$ cat config.mk
export PLATFORM = sky130hd
export DESIGN_NAME = fault_restart_seq
export DESIGN_NICKNAME = d
export VERILOG_FILES = /design/src/rtl/fault_restart_seq.sv
export SDC_FILE = /design/constraint.sdc
export NUM_CORES = 1
export LEC_CHECK = 0
export BUFFER_PORTS_ARGS = -buffer_cell sky130_fd_sc_hd__clkbuf_2
export CORE_UTILIZATION = 50
export CTS_BUF_LIST = sky130_fd_sc_hd__clkbuf_2
export DETAILED_ROUTE_END_ITERATION = 7
export HOLD_SLACK_MARGIN = 0.03
export PLACE_DENSITY = 0.78
export SLEW_MARGIN = 15
export SYNTH_ARGS = -nofsm -noshare
export SYNTH_HDL_FRONTEND = slang
export SYNTH_SLANG_ARGS = --single-unit
$ cat constraint.sdc
create_clock -name clk -period 2.8 [get_ports clk]
set_clock_uncertainty 0.05 [all_clocks]
set_input_delay 0.42 -clock clk [delete_from_list [all_inputs] [get_ports clk]]
set_output_delay 0.42 -clock clk [all_outputs]
set_load 0.01 [all_outputs]
$ cat src/rtl/fault_restart_seq.sv
module fault_restart_seq #(
  parameter int QUAL_TICKS  = 5000,
  parameter int SLOT_TICKS  = 500,
  parameter int GUARD_TICKS = 2000000,
  parameter int NRAIL       = 4
) (
  input  logic             clk,
  input  logic             rst_n,
  input  logic             tick,
  input  logic             uv_fault,
  input  logic             ov_fault,
  input  logic             ot_fault,
  input  logic [NRAIL-1:0] rail_en,
  output logic             pg_force_low,
  output logic             shutdown_all,
  output logic [NRAIL-1:0] rail_go
);

  localparam int MAXT = (GUARD_TICKS > QUAL_TICKS) ?
                        ((GUARD_TICKS > SLOT_TICKS) ? GUARD_TICKS : SLOT_TICKS) :
                        ((QUAL_TICKS > SLOT_TICKS) ? QUAL_TICKS : SLOT_TICKS);
  localparam int CW = $clog2(MAXT + 1);
  localparam logic [CW-1:0] QUAL_LAST  = CW'(QUAL_TICKS - 1);
  localparam logic [CW-1:0] SLOT_LAST  = CW'(SLOT_TICKS - 1);
  localparam logic [CW-1:0] GUARD_LAST = CW'(GUARD_TICKS - 1);
  localparam logic [NRAIL-1:0] FIRST = NRAIL'(1);

  typedef enum logic [2:0] {S_RUN, S_QUAL, S_OFF, S_GUARD, S_SEQ} st_t;

  st_t             st;
  logic [CW-1:0]   cnt;
  logic [NRAIL-1:0] grant;
  logic            down;
  logic            therm;
  logic            pgf;

  wire any_fault = uv_fault | ov_fault | ot_fault;

  assign pg_force_low = pgf;
  assign shutdown_all = down;
  assign rail_go      = down ? (grant & rail_en) : rail_en;

  always_ff @(posedge clk or negedge rst_n) begin
    if (!rst_n) begin
      st    <= S_RUN;
      cnt   <= '0;
      grant <= '0;
      down  <= 1'b0;
      therm <= 1'b0;
      pgf   <= 1'b0;
    end else begin
      pgf <= any_fault;
      case (st)
        S_RUN: begin
          if (any_fault) begin
            st    <= S_QUAL;
            cnt   <= '0;
            therm <= ot_fault;
          end
        end
        S_QUAL: begin
          if (!any_fault) begin
            cnt <= '0;
            if (!down) begin
              st    <= S_RUN;
              therm <= 1'b0;
            end else if (therm) begin
              st <= S_GUARD;
            end else begin
              st    <= S_SEQ;
              grant <= FIRST;
            end
          end else begin
            therm <= therm | ot_fault;
            if (tick) begin
              if (cnt == QUAL_LAST) begin
                st    <= S_OFF;
                down  <= 1'b1;
                grant <= '0;
                cnt   <= '0;
              end else begin
                cnt <= cnt + 1'b1;
              end
            end
          end
        end
        S_OFF: begin
          if (!any_fault) begin
            cnt <= '0;
            if (therm) st <= S_GUARD;
            else begin
              st    <= S_SEQ;
              grant <= FIRST;
            end
          end else begin
            therm <= therm | ot_fault;
          end
        end
        S_GUARD: begin
          if (any_fault) begin
            st    <= S_QUAL;
            cnt   <= '0;
            grant <= '0;
            therm <= therm | ot_fault;
          end else if (tick) begin
            if (cnt == GUARD_LAST) begin
              st    <= S_SEQ;
              grant <= FIRST;
              cnt   <= '0;
            end else begin
              cnt <= cnt + 1'b1;
            end
          end
        end
        S_SEQ: begin
          if (any_fault) begin
            st    <= S_QUAL;
            cnt   <= '0;
            grant <= '0;
            therm <= therm | ot_fault;
          end else if (tick) begin
            if (cnt == SLOT_LAST) begin
              cnt   <= '0;
              grant <= {grant[NRAIL-2:0], 1'b1};
              if (grant[NRAIL-2]) begin
                st    <= S_RUN;
                down  <= 1'b0;
                therm <= 1'b0;
              end
            end else begin
              cnt <= cnt + 1'b1;
            end
          end
        end
        default: st <= S_RUN;
      endcase
    end
  end

  AST_OFF_FORCES_PG: assert property (@(posedge clk) disable iff (!rst_n)
    (st == S_OFF) |-> pg_force_low);

  AST_SHUTDOWN_AFTER_FAULT: assert property (@(posedge clk) disable iff (!rst_n)
    $rose(shutdown_all) |-> ($past(any_fault) && pg_force_low && rail_go == '0));

  AST_GRANT_IN_ORDER: assert property (@(posedge clk) disable iff (!rst_n)
    (grant & (grant + FIRST)) == '0);

  AST_ONE_RAIL_PER_STEP: assert property (@(posedge clk) disable iff (!rst_n)
    $countones(grant & ~$past(grant)) <= 1);

  AST_GRANT_ONLY_CLEAR: assert property (@(posedge clk) disable iff (!rst_n)
    ((grant & ~$past(grant)) != '0) |-> !$past(any_fault));

  AST_NO_TICK_NO_SHUTDOWN: assert property (@(posedge clk) disable iff (!rst_n)
    $rose(shutdown_all) |-> $past(tick));

  AST_CNT_IN_RANGE: assert property (@(posedge clk) disable iff (!rst_n)
    cnt <= CW'(MAXT));

endmodule

; ---- After elaboration in Yosys (flattened, before gate mapping)
; Cells that the tools add are included.
[classes]
add_sub_neg = 1
n_eq_ne = 26
muxes = 55
bitwise = 4
reduce_logical = 11
[ops]
columns = op, n
row1 = $mux 21, 11
row2 = $pmux 21 s5, 1
row3 = $mux 4, 13
row4 = $mux 3, 14
row5 = $ne 3x3->1 const B, 9
row6 = $add 21x1->21 const B, 1
row7 = $eq 21x13->1 const B, 1
row8 = $eq 21x21->1 const B, 1
row9 = $eq 21x9->1 const B, 1
row10 = $ne 2x2->1 const B, 9
row11 = $reduce_and 9->1, 2
row12 = $pmux 4 s4, 1
row13 = $pmux 3 s5, 1
row14 = $mux 1, 12
row15 = $reduce_and 8->1, 1
row16 = $reduce_bool 4->1, 2
row17 = $reduce_and 7->1, 1
row18 = $eq 3x2->1 const B, 2
row19 = $reduce_and 6->1, 1
row20 = $reduce_bool 5->1, 1
row21 = $and 4x4->4, 1
row22 = $pmux 1 s4, 1
row23 = $eq 3x1->1 const B, 1
row24 = $eq 3x3->1 const B, 1
row25 = other kinds (6), 8
[word_totals]
reg_bits = 31
input_bits = 10
out_inout_bits = 6

; ---- Longest topological paths before layout
; Gate-level depths: netlist (run 1).
[depth]
word_depth = 5
mapped_depth = 10
depth_no_buf = 7

; ---- Worst setup path before layout (run 1)
; Ideal clock, no wire load.
[synth_timing]
kind = reg-to-reg
start = reg cnt[13]
end = reg cnt[14]
setup_ps = 119
arrival_ps = 2283
path_slack_ps = 348
stages_incl_launch_ff = 10
path_buffers = 3
synth_period_minus_slack_ps = 2452
cell_sequence = dfrtp_1 or4_4 or4_4 o21ai_2 and3_1 buf_6 and2_4 buf_6 buf_8 nor2_1
[synth_between]
elab_chain_len = 5
word_cells_on_any_way = 14
cone_classes = 1 x add/sub / 3 x eq/ne / 10 x mux
[synth_lines]
columns = element, line_no
row1 = "start, declared", 31  ; logic [CW-1:0] cnt;
row2 = "start signal, assigned", 82  ; cnt <= cnt + 1'b1;
row3 = "start signal, assigned", 111  ; cnt <= cnt + 1'b1;
row4 = "start signal, assigned", 131  ; cnt <= cnt + 1'b1;
row5 = $add 21x1->21 (tied with other cells), "82, 111, 131"
row6 = "$mux 21, on equally long branches", "122, 106, 76"
row7 = "$mux 21, on equally long branches", "121, 105, 75"
row8 = "$mux 21, on equally long branches", "116, 100, 62"
row9 = $pmux 21 s5 *, 53  ; case (st)
; Mark *: on every way between the ends. The rest lies on a longest branch, timed or not. The select of a mux whose other input is x is not followed.
; A chain may end at the register's enable or synchronous reset.

; ---- Final worst setup path (run 1)
[layout_timing]
start = reg cnt[13]
end = reg cnt[2]
[layout_between]
elab_chain_len = 5
word_cells_on_any_way = 13
cone_classes = 3 x eq/ne / 10 x mux
[layout_lines]
columns = element, line_no
row1 = $eq 21x9->1 (tied with other cells), 122  ; if (cnt == SLOT_LAST) begin
row2 = "$mux 21, on equally long branches", "122, 106, 76"
row3 = "$mux 21, on equally long branches", "121, 105, 75"
row4 = "$mux 21, on equally long branches", "116, 100, 62"
row5 = $pmux 21 s5 *, 53
; Marks and branches as above.

==> metrics, run 1 <==
run status finished clean; Die W 65.1 um; GRT overflow 0; Pins Over Slew Limit 0; Post-CTS Hold Buffers 0; mean post-synth cell area between 8 and 9 um^2; MaxCap Viol Count 0; TritonCTS Sinks 31; postcts setup bufs 0; Worst Setup Start Kind flip-flop; post-synthesis compound-gate area fraction 0.180; post-route insts no fill 300; area leader, netlist dfrtp_1; Routed wire per std cell 14.6 um; max incr delay on CP ~560 ps; ant diodes 0; asr flop ratio synth 1.00; Pwr Total 1.63 mW; CTS tree done; setup_tns 0 ps; syn nets about 240; fillers 364; CTS Buf Count 5; Final Setup Violations 0; PD cells 759 nW/um^2; CP cell instances or4_4 > or4_4 > o21ai_2 > and3_1 > buf_4 > and2_4 > nor2_1; Rel. slew slack 0.495; combinational family with the most area after synthesis simple AND/OR/NAND/NOR gates; Least-Margin Pin Slew ~760 ps; post-route ant nets 0; via count between 1500 and 2000; CTS resizes 0; Initial DRT Pass Iterations 4; class of the tightest hold or removal check in2async; vias in the first global route 1627; Tcrit/Tclk final 0.945; Synth Area in XOR/XNOR 0.0704; dpl cells 293; DRC Markers 0; Final WS setup 153 ps; vias per cell 5.95; Top FF cell, synth dfrtp_1; R2R Setup Slk 150 ps; simple-gate share of the synthesized area 0.293; endpoint type of the worst setup path flip-flop; die area 4240 um^2; unrepaired setup endpoints after global routing no; share of layout cells above drive strength 1 0.159; First DRT Iteration DRCs 139; All-Layer GR Usage 0.237; Final nets 263; CTS root buf clkbuf_2; clock latency at the later pin of the worst-skew pair 370 ps; fmax 0.378 GHz; worst flop-to-flop path startpoint cnt[13]; YS warnings 0; post-layout minimum cycle time around 2600 ps; CP top delay family simple AND/OR/NAND/NOR gates; most frequent cells in the layout dfrtp_1, nor2_1, nand2_1; Critical path origin cnt[13]; buffer and inverter count on the worst path 1; largest net degree at the start of global routing 32; Final Util 0.574; largest cells by area after synthesis dfrtp_1, nand2_1, nor2_1; first-pass GRT wire length around 7.6 mm; post-detailed-placement half-perimeter wirelength roughly 3.2 mm; slowest CP cell or4_4; CTS H-tree depth 2; area added between synthesis and finish 7.86%; IO Port Bufs 15; P_leak 0.890 nW; post-synthesis instance total 233; Starting Density 0.532; dpl ws between 150 and 200 ps; synthesis-stage register bit count 31; Die Y roughly 65 um; Post-Synth Adder-Cell Area 0.00629; Crit path required time ~3000 ps; CP max FO 18; mapped cell area 1990 um^2; num ports 16; mux cell area share after synthesis 0.0226; initial antenna violation count 0; CTS Buffer Depth 2; clock-pin slew on the worst setup and hold paths around 160 ps; Core ar. 3740 um^2; Final Wtd Congestion around 0.9; maximum VDD drop 0.496 mV; crit-path most repeated cell or4_4; commonest non-fill, non-tap cell in the layout dfrtp_1; Setup CP Type reg2reg; Post-synth EDFFs 0; Detailed Route WL 4.38 mm; WP data arrival ~2800 ps; row count 22; Seq/Total Area, Yosys 0.390; count of different cell masters after synthesis 45; post-synth top area share 0.390; hold violation total from the final report 0
## cell usage after synthesis, types with 3 or more instances
library cell / n
a22o_1: 3
or3_1: 5
dfrtp_1: 31
nand2_1: 28
o21a_1: 5
and3_1: 3
a21o_1: 3
clkbuf_1: 6
xor2_1: 5
xnor2_1: 11
nor2_1: 28
mux2_4: 3
o21ai_0: 15
o211ai_1: 3
nor2b_1: 3
nor3_1: 8
a21oi_1: 11
nand4_1: 8
nor4_1: 7
nand3_1: 10
nor3b_1: 3
## path summary, 6_finish.rpt
check                          endpoint  depth (start not counted)
min                             cnt[16]                          1
max                              cnt[2]                          7
min reg2reg                    grant[3]                          1
max in group asynchronous         st[1]                          1
max reg2reg                      cnt[2]                          7
min in group clk           pg_force_low                          3
## flip-flops by register name, indices dropped and copies added, names as in the netlist
| register | flops |
|---|---|
| st | 3 |
| pg_force_low | 1 |
| therm | 1 |
| cnt | 21 |
| grant | 4 |
| shutdown_all | 1 |
## metrics by stage
step / instance area [um^2] / hold slack (ps)
3_3_place_gp: 2110 / 445
4_1_cts: 2150 / 62.7
5_1_grt: 2150 / 82.3
2_1_floorplan: 1990 / 74.4
3_5_place_dp: 2110 / 448
6_report: 2150 / 36.8
## cell families after synthesis
family / count (synthesis)
DFF: 31
adders and majority gates: 1
xor gates and xnor gates: 16
AOI/OAI and AO/OA: 54
muxes: 3
and+or+nand+nor: 115
buffers and inverters: 13
## routing by layer
layer / wire length (um) / global-route usage
met3: 295 / 0.0469
met4: 34 / 0.0815
met5: 0 / 0
met2: 1930 / 0.333
met1: 2120 / 0.359
## layout make-up
class                      instances  area, um^2  share of cell area
inverter                           3        11.3             0.00524
multi-input combinational        189        1140               0.530
clock inverter                     2        8.76             0.00408
clock buffer                       5        25.0              0.0117
tap                               48        60.1              0.0280
sequential                        31         776               0.361
timing repair buffer              22         128              0.0594
## where the power goes
group | total (mW) | internal [mW] | switching, mW
sequential | 0.573 | 0.500 | 0.0737
clock | 0.196 | 0.0526 | 0.143
combinational | 0.860 | 0.354 | 0.506
(Power assumes the default switching activity.)
==> run 2, diff against run 1 <==
--- a/config.mk
+++ b/config.mk
@@ -5,6 +5,7 @@
 export SDC_FILE = /design/constraint.sdc
 export NUM_CORES = 1
 export LEC_CHECK = 0
+export ABC_AREA = 1
 export BUFFER_PORTS_ARGS = -buffer_cell sky130_fd_sc_hd__clkbuf_2
 export CORE_UTILIZATION = 50
 export CTS_BUF_LIST = sky130_fd_sc_hd__clkbuf_2
==> metrics, run 2 <==
run status finished clean; Initial DRT Pass Iterations 6 (+2); row count 25 (+14%); area added between synthesis and finish 7.63%; Die W 72.4 um (+11%); max FFs per register 21 (unchanged); Hold WS 6.06 ps (-30.8 ps); Routed wire per std cell 12.9 um (-11%); IO Port Bufs 15 (unchanged); Seq/Total Area, Yosys 0.313 (-0.0764); post-detailed-placement half-perimeter wirelength 4.67 mm (+47%); CTS resizes 0 (unchanged); Top Registers cnt (21), grant (4), st (3); M3 GR Usage 0.0417 (-0.00521); met1 usage 0.344 (-0.0155); clock latency at the later pin of the worst-skew pair 400 ps (+30 ps); YS warnings 0 (unchanged); dpl ws 747 ps (+580 ps); mean post-synth cell area 6.27 um^2 (-27%); Top FF cell, synth dfrtp_1; Core ar. 4750 um^2 (+27%); Synth top cells by count nand2_1, nor2_1, inv_1, nand3_1, dfrtp_1; CTS root buf clkbuf_2; DRC Markers 0 (unchanged); postcts setup bufs 0 (unchanged); Detailed Route WL 6.22 mm (+42%); CP max FO 17 (-1); maximum VDD drop 0.501 mV (+1.0%); Least-Margin Pin Slew 806 ps (+48.1 ps); Pwr Total 1.78 mW (+9.1%); Starting Density 0.521 (-0.0110); vias in the first global route 2331 (+43%); Most flops, register cnt; buffer and inverter count on the worst path 1 (unchanged); post-synthesis instance total 395 (+70%); All-Layer GR Usage 0.263 (+0.0257); CP top delay family simple AND/OR/NAND/NOR gates; CP cell instances ha_1 > nand2_1 > inv_2 > nand2_1 > nor2_1 > nand3_1 > nand2_1 > nand3_4 > nor2_1 > nand2_1 > nand2_1; setup_tns 0 ps (unchanged); Tcrit/Tclk final 0.745 (-0.200); via count 2538 (+42%); routing usage on met2 0.434 (+0.101); Post-DP Area 2600 um^2 (+23%); ant diodes 0 (unchanged); final instance area 2670 um^2 (+24%); max incr delay on CP 440 ps (-120 ps); most frequent cell after synthesis nand2_1; clock-pin slew on the worst setup and hold paths 200 ps (+40 ps); Worst Setup Start Kind flip-flop; largest cells by area after synthesis dfrtp_1, nand2_1, nor2_1; Pins Over Slew Limit 0 (unchanged); count of different cell masters after synthesis 39 (-13%); MaxCap Viol Count 0 (unchanged); CTS H-tree depth 2 (unchanged); CTS Buffer Depth 2 (unchanged); PD cells 667 nW/um^2 (-12%); GRT overflow 0 (unchanged); first-pass GRT wire length 10.6 mm (+39%); Post-CTS Hold Buffers 0 (unchanged); hold violation total from the final report 0 (unchanged); GRT Max-Usage Layer met2; CTS tree done; slowest CP cell dfrtp_1; crit-path most repeated cell nand2_1; area leader, netlist dfrtp_1; endpoint type of the worst setup path flip-flop; P_leak 1.32 nW (+49%); WP data arrival 2380 ps (-460 ps); CTS Buf Count 5 (unchanged); worst reg-to-reg path cell count 11 (+4); Rel. slew slack 0.463 (-0.0321); syn nets 406 (+66%); R2R Setup Slk 710 ps (+560 ps); vias per cell 5.28 (-11%); reg2reg end grant[1]; class of the tightest hold or removal check in2async; Final WS setup 714 ps (+561 ps); asr flop ratio synth 1.00 (unchanged); fmax 0.479 GHz (+27%); Final Setup Violations 0 (unchanged); fillers 516 (+42%); post-layout minimum cycle time 2090 ps (-561 ps); initial antenna violation count 0 (unchanged); commonest non-fill, non-tap cell in the layout nand2_1; Final nets 424 (+61%); num ports 16 (unchanged); TritonCTS Sinks 31 (unchanged); multi-input logic area 1460 um^2 (+28%); worst flop-to-flop path startpoint cnt[0]; Final Wtd Congestion 0.922 (+4.8%); unrepaired setup endpoints after global routing no; share of layout cells above drive strength 1 0.128 (-0.0307); largest net degree at the start of global routing 32 (unchanged); most frequent cells in the layout nand2_1, nor2_1, inv_1; Die Y 72.4 um (+11%); die area 5240 um^2 (+24%); register area 776 um^2 (unchanged); Crit path required time 3100 ps (+100 ps); mapped cell area 2480 um^2 (+24%); Setup CP Type reg2reg; Post-synth EDFFs 0 (unchanged); post-route ant nets 0 (unchanged); post-synth top area share 0.313 (-0.0764); synthesis-stage register bit count 31 (unchanged); First DRT Iteration DRCs 217 (+56%)
## run 2: area by class of cell
type	count	share of cell area
clock buffer	5	0.00939
clock inverter	3	0.0146
inverter	55	0.0784
multi-input combinational	305	0.547
sequential	31	0.291
tap	67	0.0315
timing repair buffer	15	0.0282
## run 2: worst max-delay path by stage
| stage | start | endpoint | slack, ps | depth (start not counted) |
|---|---|---|---|---|
| floorplan | cnt[0] | cnt[4] | 1130 | 11 |
| global placement | cnt[0] | grant[2] | 750 | 11 |
| detailed placement | cnt[0] | grant[1] | 750 | 11 |
| CTS | cnt[0] | grant[1] | 720 | 11 |
| global route | cnt[0] | grant[2] | 490 | 11 |
| finish | cnt[0] | grant[1] | 710 | 11 |
## run 2: metal layers
| layer | part of all wire | wire length [um] | up-vias |
|---|---|---|---|
| li1 | - | - | 1278 |
| met1 | 0.44 | 2720 | 1157 |
| met2 | 0.49 | 3020 | 90 |
| met3 | 0.059 | 369 | 13 |
| met4 | 0.017 | 105 | 0 |
| met5 | 0 | 0 | - |
## run 2: through the flow
| step | util | instances |
|---|---|---|
| 6_report | 0.561 | 481 |
| 5_1_grt | 0.561 | 481 |
| 4_1_cts | 0.561 | 481 |
| 3_5_place_dp | 0.547 | 473 |
| 3_3_place_gp | 0.547 | 473 |
| 2_1_floorplan | - | 395 |
## run 2: report_power, final
group / switching (mW) / leakage [nW] / internal, mW
combinational: 0.642 / 0.864 / 0.241
clock: 0.178 / 0.0404 / 0.147
sequential: 0.0732 / 0.419 / 0.496
## run 2: kinds of logic after synthesis
logic type	after synthesis	share of synthesized area
AND/OR/NAND/NOR	265	0.480
adder cells (fa/ha/maj)	1	0.00505
buffers and inverters	59	0.0980
AO/OA/AOI/OAI	35	0.0899
flip-flops	31	0.313
XOR/XNOR	4	0.0141
